## config.mk

```make
export PLATFORM = sky130hd
export DESIGN_NAME = seg_addr_mapper
export DESIGN_NICKNAME = d
export VERILOG_FILES = /design/src/rtl/amap_pkg.sv /design/src/rtl/amap_seg_decode.sv /design/src/rtl/amap_fault_classify.sv /design/src/rtl/amap_fault_regs.sv /design/src/rtl/seg_addr_mapper.sv
export SDC_FILE = /design/constraint.sdc
export NUM_CORES = 1
export LEC_CHECK = 0
export BUFFER_PORTS_ARGS = -buffer_cell sky130_fd_sc_hd__buf_2
export CAP_MARGIN = 20
export CORE_MARGIN = 1
export CORE_UTILIZATION = 38
export DETAILED_ROUTE_END_ITERATION = 8
export PLACE_DENSITY = 0.8
export SLEW_MARGIN = 20
export SYNTH_ARGS = -nofsm -noshare
export SYNTH_HDL_FRONTEND = slang
export SYNTH_SLANG_ARGS = --single-unit
```

## constraint.sdc

```tcl
create_clock -name clk -period 1.2 [get_ports clk]
set_clock_uncertainty 0.1 [all_clocks]
set_input_delay 0 -clock clk [delete_from_list [all_inputs] [get_ports clk]]
set_output_delay 0 -clock clk [all_outputs]
set_load 0.1 [all_outputs]
```

## src/rtl/amap_pkg.sv

```systemverilog
package amap_pkg;

    localparam int VA_W      = 32;
    localparam int PG_OFS_W  = 12;
    localparam int VPN2_W    = VA_W - PG_OFS_W - 1;
    localparam int WIN_OFS_W = 29;

    typedef enum logic [1:0] {
        PRIV_KERN = 2'b00,
        PRIV_SUPV = 2'b01,
        PRIV_USER = 2'b10,
        PRIV_RSVD = 2'b11
    } priv_e;

    typedef enum logic [1:0] {
        RT_IDENT   = 2'd0,
        RT_WINDOW  = 2'd1,
        RT_MAPPED  = 2'd2,
        RT_ILLEGAL = 2'd3
    } route_e;

    typedef enum logic [4:0] {
        EXC_NONE   = 5'd0,
        EXC_MODIFY = 5'd1,
        EXC_TLB_LD = 5'd2,
        EXC_TLB_ST = 5'd3,
        EXC_ADR_LD = 5'd4,
        EXC_ADR_ST = 5'd5
    } exc_e;

    typedef struct packed {
        logic valid;
        exc_e code;
        logic refill;
    } fault_t;

    function automatic logic is_kernel(priv_e p);
        return p == PRIV_KERN;
    endfunction

    function automatic logic is_super_or_kernel(priv_e p);
        return (p == PRIV_KERN) || (p == PRIV_SUPV);
    endfunction

endpackage

```

## src/rtl/amap_seg_decode.sv

```systemverilog
module amap_seg_decode
    import amap_pkg::*;
(
    input  logic [VA_W-1:0] va,
    input  priv_e           priv,
    input  logic            err_lvl,
    output route_e          route,
    output logic [VA_W-1:0] unmapped_pa
);
    always_comb begin
        route = RT_ILLEGAL;
        if (!va[VA_W-1]) begin
            route = err_lvl ? RT_IDENT : RT_MAPPED;
        end else begin
            case (va[VA_W-2:VA_W-3])
                2'b00, 2'b01: route = is_kernel(priv) ? RT_WINDOW : RT_ILLEGAL;
                2'b10:        route = is_super_or_kernel(priv) ? RT_MAPPED : RT_ILLEGAL;
                default:      route = is_kernel(priv) ? RT_MAPPED : RT_ILLEGAL;
            endcase
        end
    end

    // Both kernel windows drop the three top bits; the low segment passes through.
    assign unmapped_pa = (route == RT_IDENT) ? va
                                             : {{(VA_W-WIN_OFS_W){1'b0}}, va[WIN_OFS_W-1:0]};
endmodule

```

## src/rtl/amap_fault_classify.sv

```systemverilog
module amap_fault_classify
    import amap_pkg::*;
(
    input  logic   req_valid,
    input  logic   write,
    input  route_e route,
    input  logic   hit,
    input  logic   pg_valid,
    input  logic   pg_dirty,
    output fault_t fault,
    output logic   ok,
    output logic   rd,
    output logic   wr
);
    always_comb begin
        fault.valid  = 1'b0;
        fault.code   = EXC_NONE;
        fault.refill = 1'b0;
        ok = 1'b0;
        rd = 1'b0;
        wr = 1'b0;
        if (req_valid) begin
            case (route)
                RT_IDENT, RT_WINDOW: begin
                    ok = 1'b1;
                    rd = 1'b1;
                    wr = 1'b1;
                end
                RT_MAPPED: begin
                    if (!hit) begin
                        fault.valid  = 1'b1;
                        fault.code   = write ? EXC_TLB_ST : EXC_TLB_LD;
                        fault.refill = 1'b1;
                    end else if (!pg_valid) begin
                        fault.valid = 1'b1;
                        fault.code  = write ? EXC_TLB_ST : EXC_TLB_LD;
                    end else if (write && !pg_dirty) begin
                        fault.valid = 1'b1;
                        fault.code  = EXC_MODIFY;
                    end else begin
                        ok = 1'b1;
                        rd = 1'b1;
                        wr = pg_dirty;
                    end
                end
                default: begin
                    fault.valid = 1'b1;
                    fault.code  = write ? EXC_ADR_ST : EXC_ADR_LD;
                end
            endcase
        end
    end
endmodule

```

## src/rtl/amap_fault_regs.sv

```systemverilog
module amap_fault_regs
    import amap_pkg::*;
#(
    parameter int ID_W = 8
) (
    input  logic            clk,
    input  logic            rst,
    input  logic            capture,
    input  logic [VA_W-1:0] va,
    input  logic [ID_W-1:0] id,
    input  logic            ctx_load,
    input  logic [VA_W-1:0] ctx_data,
    output logic [VA_W-1:0] bad_q,
    output logic [VA_W-1:0] ctx_q,
    output logic [VA_W-1:0] ehi_q
);
    localparam int CTX_LO  = 4;
    localparam int CTX_HI  = CTX_LO + VPN2_W - 1;
    localparam int EHI_GAP = PG_OFS_W + 1 - ID_W;

    logic [VA_W-1:0] ctx_next;

    always_comb begin
        ctx_next = ctx_load ? ctx_data : ctx_q;
        if (capture) ctx_next[CTX_HI:CTX_LO] = va[VA_W-1:PG_OFS_W+1];
    end

    always_ff @(posedge clk) begin
        if (rst) begin
            bad_q <= '0;
            ctx_q <= '0;
            ehi_q <= '0;
        end else begin
            ctx_q <= ctx_next;
            if (capture) begin
                bad_q <= va;
                ehi_q <= {va[VA_W-1:PG_OFS_W+1], {EHI_GAP{1'b0}}, id};
            end
        end
    end

    a_r10_bad_capture: assert property (@(posedge clk) disable iff (rst)
        capture |=> bad_q == $past(va));
    a_r10_hold: assert property (@(posedge clk) disable iff (rst)
        (!capture && !ctx_load) |=> ($stable(bad_q) && $stable(ctx_q) && $stable(ehi_q)));
    a_r11_ctx_keep: assert property (@(posedge clk) disable iff (rst)
        (capture && !ctx_load) |=> (ctx_q[VA_W-1:CTX_HI+1] == $past(ctx_q[VA_W-1:CTX_HI+1])
                                    && ctx_q[CTX_LO-1:0] == $past(ctx_q[CTX_LO-1:0])));
    a_r12_ehi_id: assert property (@(posedge clk) disable iff (rst)
        capture |=> (ehi_q[ID_W-1:0] == $past(id) && ehi_q[PG_OFS_W:ID_W] == '0));
endmodule

```

## src/rtl/seg_addr_mapper.sv

```systemverilog
module seg_addr_mapper
    import amap_pkg::*;
#(
    parameter int PA_W = 32,
    parameter int ID_W = 8
) (
    input  logic              clk,
    input  logic              rst,
    input  logic              req_valid,
    input  logic [31:0]       req_vaddr,
    input  logic              req_write,
    input  logic [1:0]        priv_mode,
    input  logic              err_level,
    input  logic [ID_W-1:0]   cur_id,
    input  logic              tlb_hit,
    input  logic              tlb_valid,
    input  logic              tlb_dirty,
    input  logic [PA_W-13:0]  tlb_pfn,
    input  logic              ctx_load,
    input  logic [31:0]       ctx_load_data,
    output logic              tlb_req,
    output logic [18:0]       tlb_vpn2,
    output logic              tlb_odd,
    output logic              phys_ok,
    output logic [PA_W-1:0]   phys_addr,
    output logic              perm_rd,
    output logic              perm_wr,
    output logic              exc_valid,
    output logic [4:0]        exc_code,
    output logic              exc_refill,
    output logic [31:0]       bad_vaddr,
    output logic [31:0]       ctx_reg,
    output logic [31:0]       entry_hi
);
    priv_e           priv;
    route_e          route;
    logic [VA_W-1:0] win_pa;
    fault_t          fault;
    logic            ok;

    assign priv = priv_e'(priv_mode);

    amap_seg_decode u_dec (
        .va          (req_vaddr),
        .priv        (priv),
        .err_lvl     (err_level),
        .route       (route),
        .unmapped_pa (win_pa)
    );

    amap_fault_classify u_cls (
        .req_valid (req_valid),
        .write     (req_write),
        .route     (route),
        .hit       (tlb_hit),
        .pg_valid  (tlb_valid),
        .pg_dirty  (tlb_dirty),
        .fault     (fault),
        .ok        (ok),
        .rd        (perm_rd),
        .wr        (perm_wr)
    );

    amap_fault_regs #(.ID_W(ID_W)) u_regs (
        .clk      (clk),
        .rst      (rst),
        .capture  (fault.valid),
        .va       (req_vaddr),
        .id       (cur_id),
        .ctx_load (ctx_load),
        .ctx_data (ctx_load_data),
        .bad_q    (bad_vaddr),
        .ctx_q    (ctx_reg),
        .ehi_q    (entry_hi)
    );

    assign tlb_req    = req_valid && (route == RT_MAPPED);
    assign tlb_vpn2   = req_vaddr[VA_W-1:PG_OFS_W+1];
    assign tlb_odd    = req_vaddr[PG_OFS_W];
    assign phys_ok    = ok;
    assign exc_valid  = fault.valid;
    assign exc_code   = fault.code;
    assign exc_refill = fault.refill;

    always_comb begin
        phys_addr = '0;
        if (ok) begin
            if (route == RT_MAPPED) phys_addr = {tlb_pfn, req_vaddr[PG_OFS_W-1:0]};
            else                    phys_addr = PA_W'(win_pa);
        end
    end

    a_r1_identity: assert property (@(posedge clk) disable iff (rst)
        (req_valid && !req_vaddr[31] && err_level) |->
            (phys_ok && phys_addr == PA_W'(req_vaddr) && !tlb_req));
    a_r3_kernel_window: assert property (@(posedge clk) disable iff (rst)
        (req_valid && req_vaddr[31:30] == 2'b10 && priv_mode != 2'b00) |->
            (exc_valid && (exc_code == 5'd4 || exc_code == 5'd5) && !tlb_req));
    a_r6_exclusive: assert property (@(posedge clk) disable iff (rst)
        !(exc_valid && phys_ok));
    a_r10_idle: assert property (@(posedge clk) disable iff (rst)
        !req_valid |-> (!exc_valid && !tlb_req && !phys_ok));
endmodule

```

* Word-level counts from Yosys, hierarchy flattened *
Index checks and enable logic that the tools add are counted.

word-level totals
  logic and storage cells = 49
  output and inout port bits = 159
  register bits = 91

operators by class
  muxes and demuxes = 30
  equality and inequality tests = 5
  reductions and logical operators = 10

operator list
  kind                                                                   number
  32-bit 2-to-1 mux                                                      3
  23-bit 2-to-1 mux                                                      1
  19-bit 2-to-1 mux                                                      1
  6-bit 2-to-1 mux                                                       3
  1-bit 2-to-1 mux                                                       14
  6-bit one-hot mux with 2 select lines                                  1
  7-bit 2-to-1 mux                                                       1
  2-bit by 1-bit equality test with 1-bit output, second input constant  3
  2-bit zero test                                                        3
  2-bit 2-to-1 mux                                                       3
  2-bit equality test, second input constant                             2
  1-bit one-hot mux with 2 select lines                                  2
  2-bit one-hot mux with 2 select lines                                  1
  2-bit OR reduction                                                     2
  1-bit logical AND                                                      2
  2-bit nonzero test                                                     1
  1-bit zero test                                                        1
  1-bit logical OR                                                       1

* Depth between registers and ports, before layout *
Gate-level depths: netlist of the first run.

  depth in word-level cells = 10
  depth in mapped cells = 6
  gate-level depth less buffers = 4

* Hierarchy *
Synthesis of the first run repeated with hierarchy kept, for this count alone.

unflattened totals
  cells, all modules = 467
  area, all modules = 4190.3 µm²

by module, submodules not included
  module               cells each  times used  area each (µm²)
  amap_fault_regs      281         1           2962.8
  seg_addr_mapper      129         1           835.8
  amap_seg_decode      40          1           277.8
  amap_fault_classify  17          1           113.9

* Worst setup path after synthesis of the first run *
No wires, ideal clock.

  path type = in2out
  start point = input port priv_mode[1]
  end point = output port phys_addr[30]
  path slack = -1.937 ns
  cell stages on the path = 5
  arrival = 3.037 ns
  path through = nand2b_1 > o21ai_1 > clkbuf_1 > nand3_1 > a211oi_1

between the ends
  word-level cells in the longest chain between the ends = 10
  elaborated cells between the ends (all ways) = 17

ends and longest elaborated chain
  item                                                                                      RTL line                                          text
  from (decl)                                                                               seg_addr_mapper.sv:12                             input logic [1:0] priv_mode,
  2-bit by 1-bit equality test with 1-bit output / 2-bit zero test (equally long branches)  amap_pkg.sv:42, amap_pkg.sv:38
  1-bit logical OR                                                                          amap_pkg.sv:42                                    return (p == PRIV_KERN) || (p == PRIV_SUPV);
  1-bit 2-to-1 mux                                                                          amap_seg_decode.sv:17                             2'b10: route = is_super_or_kernel(priv) ? RT_MAPPED : RT_ILLEGAL;
  2-bit one-hot mux with 2 select lines (*)                                                 amap_seg_decode.sv:15                             case (va[VA_W-2:VA_W-3])
  2-bit 2-to-1 mux (*)                                                                      amap_seg_decode.sv:12                             if (!va[VA_W-1]) begin
  2-bit by 1-bit equality test with 1-bit output / 2-bit zero test (equally long branches)  amap_fault_classify.sv:23, amap_seg_decode.sv:24
  2-bit OR reduction                                                                        amap_fault_classify.sv:23                         case (route)
  1-bit one-hot mux with 2 select lines                                                     amap_fault_classify.sv:23
  1-bit 2-to-1 mux                                                                          amap_fault_classify.sv:22                         if (req_valid) begin
  32-bit 2-to-1 mux (*)                                                                     seg_addr_mapper.sv:87                             if (ok) begin
  to (decl)                                                                                 seg_addr_mapper.sv:25                             output logic [PA_W-1:0] phys_addr,

Mark *: on every way between the ends. The rest lies on a longest branch, timed or not.

* Final worst setup path of the first run *
  start point = input port priv_mode[1]
  end point = output port phys_addr[1]

between the ends
  word-level cells in the longest chain between the ends = 10
  elaborated cells between the ends (all ways) = 16

ends and longest elaborated chain
  item                                                                                      RTL line
  2-bit by 1-bit equality test with 1-bit output / 2-bit zero test (equally long branches)  amap_pkg.sv:42, amap_pkg.sv:38
  1-bit logical OR                                                                          amap_pkg.sv:42
  1-bit 2-to-1 mux                                                                          amap_seg_decode.sv:17
  2-bit one-hot mux with 2 select lines (*)                                                 amap_seg_decode.sv:15
  2-bit 2-to-1 mux (*)                                                                      amap_seg_decode.sv:12
  2-bit by 1-bit equality test with 1-bit output / 2-bit zero test (equally long branches)  amap_fault_classify.sv:23
  2-bit OR reduction                                                                        amap_fault_classify.sv:23
  1-bit one-hot mux with 2 select lines                                                     amap_fault_classify.sv:23
  1-bit 2-to-1 mux                                                                          amap_fault_classify.sv:22
  32-bit 2-to-1 mux (*)                                                                     seg_addr_mapper.sv:87

Marks and branches as above.

==> results of run 1 <==
==> cells by family after synthesis <==
logic type      Yosys count  synth area share, %
buf+inv                  93                14.48
mux                      53                14.08
flops                    72                38.26
compound gates           99                17.77
simple gates            124                15.31
other cells               1              0.09954
==> worst max-delay path, stage by stage <==
cell and delay (ns):
buf_6 0.10, buf_6 0.11, nor4b_4 0.28, nor2_2 0.09, o21a_4 0.19, buf_16 0.18, nor3b_4 0.28, buf_12 0.22
==> layer usage <==
layer	up-vias	routed length, um	share of wire [%]
li1	2144	-	-
met4	0	1445	7.0
met2	337	10620	52
met1	2434	7060	34
met3	126	1399	6.8
met5	-	0	0
==> flip-flops by register name (all words and copies together) (netlist names) <==
signal	count
u_regs.bad_q	31
u_regs.ehi_q	9
u_regs.ctx_q	32
==> cell type report <==
class | count | area share [%]
well taps | 129 | 1.934
inverters | 3 | 0.1949
repair buffers | 391 | 44.15
clock inverters | 6 | 1.079
clock buffers | 10 | 1.529
flip-flops and latches | 72 | 18.35
multi-input cells | 283 | 32.71
diodes | 2 | 0.05996
==> what timing repair did <==
item,CTS,global route
endpoints found under the hold margin,70,0
hold buffers,70,0
resized for setup,128,67
pin swaps,12,23
setup buffers,9,2
setup endpoints to repair,132,95
gates cloned,3,5
==> metrics by stage <==
step / instance area (sq um) / hold WS (ns) / util (%)
finish: 8347 / 0.04108 / 88.65
global route: 8344 / 0.03704 / 88.62
CTS: 7870 / 0.002623 / 83.59
detailed placement: 6462 / 0.1490 / 68.64
global placement: 6462 / 0.1342 / 68.64
floorplan: 4554 / -0.004038 / -
==> cells in the mapped netlist, drive strengths merged (3+ instances only) <==
master,instances
dfxtp,72
nand2,63
buf,60
mux2i,53
o21ai,37
clkbuf,30
nand3,22
a211oi,19
o2111ai,19
o31ai,19
nor2,16
nor3b,12
inv,3
nand2b,3
o21a,3
==> power by group through the flow <==
stage	Clock (mW)	Sequential, mW	Combinational, mW
floorplan	0	3.96	2.14
global placement	0	2.73	4.22
detailed placement	0	2.74	4.27
CTS	2.22	2.70	4.73
global route	2.35	2.72	5.22
finish	2.24	2.71	5.10
==> worst paths after layout <==
kind,startpoint,end,slack (ns)
worst min-delay path,req_vaddr[31],u_regs.ehi_q[31],0.04
worst max-delay path,priv_mode[1],phys_addr[1],-0.35
worst min register to register,u_regs.ehi_q[3],u_regs.ehi_q[3],0.36
worst max register to register,u_regs.ctx_q[15],u_regs.ctx_q[15],0.18
==> impl_metrics.py, run 1 <==
metrics = {
    "setup_path": {
        "cp-start-kind": "primary input",
        "crit_type": "primary input to output port",
        "critPathRequiredTime_ns": 1.10,
        "reg2regPathDepth": 2,
        "worstPathArrival_ns": 1.45,
        "cp_max_fo": 7,
        "worst_setup_path_end_kind": "output port",
    },
    "sta": {
        "layout_min_cycle_time_ns": 1.547,
        "timing.final.ws_setup_ns": -0.3472,
        "hold_viol": 0,
        "fmax_mhz": 646.3,
        "tightest_slew_ns": 0.6020,
        "slew_headroom_pct": 59.87,
        "setup_viol": 95,
        "maxSlewViolCount": 0,
        "finalCritPeriodShare_pct": 128.9,
        "rsz0062_at_grt": "true",
        "setup_tns_ns": -12.85,
    },
    "power": {
        "powerDensity_mw_per_mm2": 1204,
        "p_switching_mw": 4.768,
        "seqPwrFrac_pct": 27.0,
        "report.power.total_mw": 10.05,
        "irDropWorstVdd_uv": 1016,
        "comb_power_share_pct": 50.8,
        "swShare_pct": 47.44,
        "clock_power_share_pct": 22.3,
        "cellLeakagePower_nw": 3.602,
        "p_int_mw": 5.282,
    },
    "die": {
        "start_util_pct": 40.01,
        "rows": 35,
        "die_h_um": 101.6,
        "die_w_um": 101.6,
        "core-area_sq_mm": 0.009415,
        "die_area_sq_mm": 0.01032,
        "io_pins": 262,
    },
    "logic_synthesis": {
        "avgSynthCellArea_sq_um": 8.523,
        "ys_warn_count": 0,
        "synth_cell_types": 28,
        "synthTopCellsByArea": "dfxtp_1 38%, mux2i_1 14%, buf_4 9.8%",
        "synth-seq-cells": 72,
        "synth_edf_count": 0,
        "ys_seq_area_share_pct": 38.26,
        "syn_area_sq_mm": 0.003767,
        "syn_inst": 442,
        "yosys.area.top_type_share_pct": 38.26,
        "synth_ff_type": "dfxtp_1",
        "async_reset_ff_share_pct": 0,
        "yosys.area.top_type": "dfxtp_1",
    },
    "drt": {
        "ant_nets": 0,
        "first_iter_violations": 253,
        "viasPerCell": 5.626,
        "num_vias": 5041,
        "drc": 0,
        "finalWirelength_mm": 20.52,
        "dr.pass1.iters": 5,
        "routedWlPerCell_um": 22.90,
    },
    "run": {
        "maxCapViolations": 0,
    },
    "clock_network": {
        "cts_sinks": 72,
        "clock_latency_ns": 0.36,
        "clkTransAtPathRegs_ns": 0.08,
        "numCtsBuffers": 9,
        "clk_path_buf_depth": 2,
        "root_buffer": "clkbuf_8",
        "cts.htree.levels": 3,
        "cts_tree": "yes",
    },
    "final_layout": {
        "multi_input_area_sq_mm": 0.002730,
        "nNetsFinal": 863,
        "layout_commonest_cell": "buf_4",
        "instances_no_fill": 896,
        "syn_to_final_growth_pct": 121.6,
        "register_area_sq_mm": 0.001531,
        "layout_common_cells": "129 x buf_4, 117 x buf_2, 72 x dfxtp_2, 70 x dlygate4sd3_1, 63 x nand2_1",
        "n_fill_cell": 411,
        "layout-drive-gt1-share_pct": 66.54,
    },
    "place": {
        "place_congestion": 0.8339,
        "dp_cells": 792,
        "numPortBuffers": 254,
        "place_ws_ns": -0.3381,
        "dp_hpwl_mm": 11.27,
    },
    "global_route": {
        "antenna_found_initial": 1,
        "grt_util_all_layers_pct": 34.47,
        "grt_pass1_vias": 4950,
        "grt_pass1_wl_mm": 26.41,
        "grt_use_met1_pct": 35.47,
        "grt_max_degree": 53,
        "met3_usage_pct": 8.351,
        "top_usage_layer": "met2",
        "overflow": 0,
        "met2_usage_pct": 62.79,
    },
    "min_path": {
        "hold_path_depth": 4,
        "hp-class": "primary input to register",
    },
    "outcome": {
        "failed_checks": "setup timing",
        "status": "finished, violations left",
    },
}
Note: power is estimated with default switching activity, not from simulation.
==> inputs of run 2 (changes only) <==
--- a/config.mk
+++ b/config.mk
@@ -9,6 +9,7 @@
 export CAP_MARGIN = 20
 export CORE_MARGIN = 1
 export CORE_UTILIZATION = 38
+export CTS_BUF_LIST = sky130_fd_sc_hd__clkbuf_4 sky130_fd_sc_hd__clkbuf_8 sky130_fd_sc_hd__clkbuf_16
 export DETAILED_ROUTE_END_ITERATION = 8
 export PLACE_DENSITY = 0.8
 export SLEW_MARGIN = 20
==> run 2 against run 1 <==
First-iteration DRC count is 11% lower. Core utilization fell by 2.6 points. Cell count shrank 0.78%. Sequential power barely moved. Clock power barely moved. Critical endpoint is now phys_addr[21]. Wire length decreased by 9.3%. Hold slack got worse by 0.0093 ns. Flip-flop and latch count did not move. Critical path depth shrank 1. Count of clock-buffer cells in the layout unchanged. Total power shrank 1.7%. The flow still finishes with violations (setup timing).
==> impl_metrics.py, run 2 (synthesized netlist as in run 1, its figures left out) <==
metrics = {
    "setup_path": {
        "rr_startpoint": "u_regs.ctx_q[11]",
        "worstPathArrival_ns": 1.40,
        "rr_endpoint": "u_regs.ctx_q[11]",
        "cp-start-kind": "primary input",
        "rrSetupSlack_ns": 0.21,
        "cp_max_fo": 7,
        "crit_type": "primary input to output port",
        "worst_setup_path_end_kind": "output port",
        "critPathRequiredTime_ns": 1.10,
        "reg2regPathDepth": 2,
    },
    "global_route": {
        "grt_max_degree": 53,
        "overflow": 0,
        "grt_pass1_vias": 4939,
        "grt_pass1_wl_mm": 26.21,
        "antenna_found_initial": 1,
        "grt_util_all_layers_pct": 34.03,
    },
    "final_layout": {
        "layout-drive-gt1-share_pct": 64.56,
        "syn_to_final_growth_pct": 115.2,
        "layout_commonest_cell": "buf_4",
        "regMostFlops": "u_regs.ctx_q",
        "utilization_pct": 86.10,
        "largest_reg_flops": 32,
        "stdcell_area_sq_mm": 0.008107,
        "largestRegisters": "u_regs.ctx_q (32), u_regs.bad_q (31), u_regs.ehi_q (9)",
        "layout_common_cells": "127 x buf_4, 117 x buf_2, 72 x dfxtp_2, 70 x dlygate4sd3_1, 63 x nand2_1",
        "nNetsFinal": 857,
    },
    "place": {
        "dp_hpwl_mm": 11.27,
        "placed_cell_area_sq_mm": 0.006462,
        "place_congestion": 0.8339,
        "numPortBuffers": 254,
        "place_ws_ns": -0.3381,
    },
    "drt": {
        "ant_nets": 0,
        "first_iter_violations": 226,
        "viasPerCell": 5.395,
        "num_vias": 4796,
        "drc": 0,
        "finalWirelength_mm": 18.61,
        "routedWlPerCell_um": 20.93,
        "dr.pass1.iters": 5,
    },
    "outcome": {
        "failed_checks": "setup timing",
        "status": "finished, violations left",
    },
    "die": {
        "rows": 35,
        "die_w_um": 101.6,
        "start_util_pct": 40.01,
        "core-area_sq_mm": 0.009415,
        "io_pins": 262,
        "die_h_um": 101.6,
        "die_area_sq_mm": 0.01032,
    },
    "sta": {
        "maxSlewViolCount": 0,
        "fin_hold_ws_ns": 0.03177,
        "timing.final.ws_setup_ns": -0.3022,
        "fmax_mhz": 665.7,
        "slew_headroom_pct": 65.50,
        "hold_viol": 0,
        "setup_tns_ns": -9.388,
        "rsz0062_at_grt": "true",
        "setup_viol": 49,
        "tightest_slew_ns": 0.5211,
        "finalCritPeriodShare_pct": 125.2,
        "layout_min_cycle_time_ns": 1.502,
    },
    "clock_network": {
        "numCtsBuffers": 9,
        "clk_path_buf_depth": 2,
        "root_buffer": "clkbuf_8",
        "clock_latency_ns": 0.35,
        "cts_tree": "yes",
        "clkTransAtPathRegs_ns": 0.09,
        "cts_sinks": 72,
        "cts.htree.levels": 3,
    },
    "min_path": {
        "hold_start": "rst",
        "hold_path_depth": 5,
        "worstHoldEndpoint": "u_regs.bad_q[20]",
        "hp-class": "primary input to register",
    },
    "power": {
        "powerDensity_mw_per_mm2": 1219,
        "irDropWorstVdd_uv": 1085,
        "cellLeakagePower_nw": 3.510,
    },
    "run": {
        "maxCapViolations": 0,
    },
}
run 2: area by class of cell:
type	instances	area [sq um]
Antenna cell	1	2.502
Clock buffer	10	131.4
Clock inverter	6	90.09
Fill cell	452	1309
Inverter	3	16.27
Multi-Input combinational cell	283	2636
Sequential cell	72	1531
Tap cell	129	161.4
Timing Repair Buffer	385	3537
run 2: where the power goes:
group | switching (mW) | internal [mW]
Clock | 1.04 | 1.21
Combinational | 3.50 | 1.42
Sequential | 0.115 | 2.59
run 2: timing repair:
action,4_1_cts,5_1_grt
endpoints found under the setup margin,129,93
hold buffers,70,0
gates cloned,3,1
buffers inserted,9,2
pin swaps,12,20
endpoints found under the hold margin,70,0
resized for setup,125,46
run 2: critical path, stage by stage:
cell and delay [ns]:
buf_2 0.11, nand2b_1 0.19, nand3_4 0.14, o21a_4 0.30, buf_4 0.19, a211oi_4 0.24
buf_12 0.21
run 2: per-stage QoR:
step | cells | total power, mW
final | 889 | 9.879
after global routing | 889 | 10.14
after CTS | 889 | 9.662
after detailed placement | 792 | 7.012
after global placement | 792 | 6.952
after floorplan | 448 | 6.095
run 2: worst max-delay path by stage:
stage                   from         endpoint
5_1_grt            tlb_dirty    phys_addr[21]
3_3_place_gp    priv_mode[0]     phys_addr[7]
2_1_floorplan   priv_mode[0]    phys_addr[23]
3_5_place_dp   req_vaddr[31]  u_regs.ctx_q[4]
6_report           tlb_dirty    phys_addr[21]
4_1_cts         priv_mode[1]     phys_addr[6]
run 2: routing by layer:
layer / part of all wire [%] / GRT usage, % / up-vias
li1: - / - / 2125
met1: 35 / 36.41 / 2300
met2: 53 / 62.47 / 296
met3: 6.9 / 7.384 / 75
met4: 5.4 / 17.73 / 0
met5: 0 / 0 / -
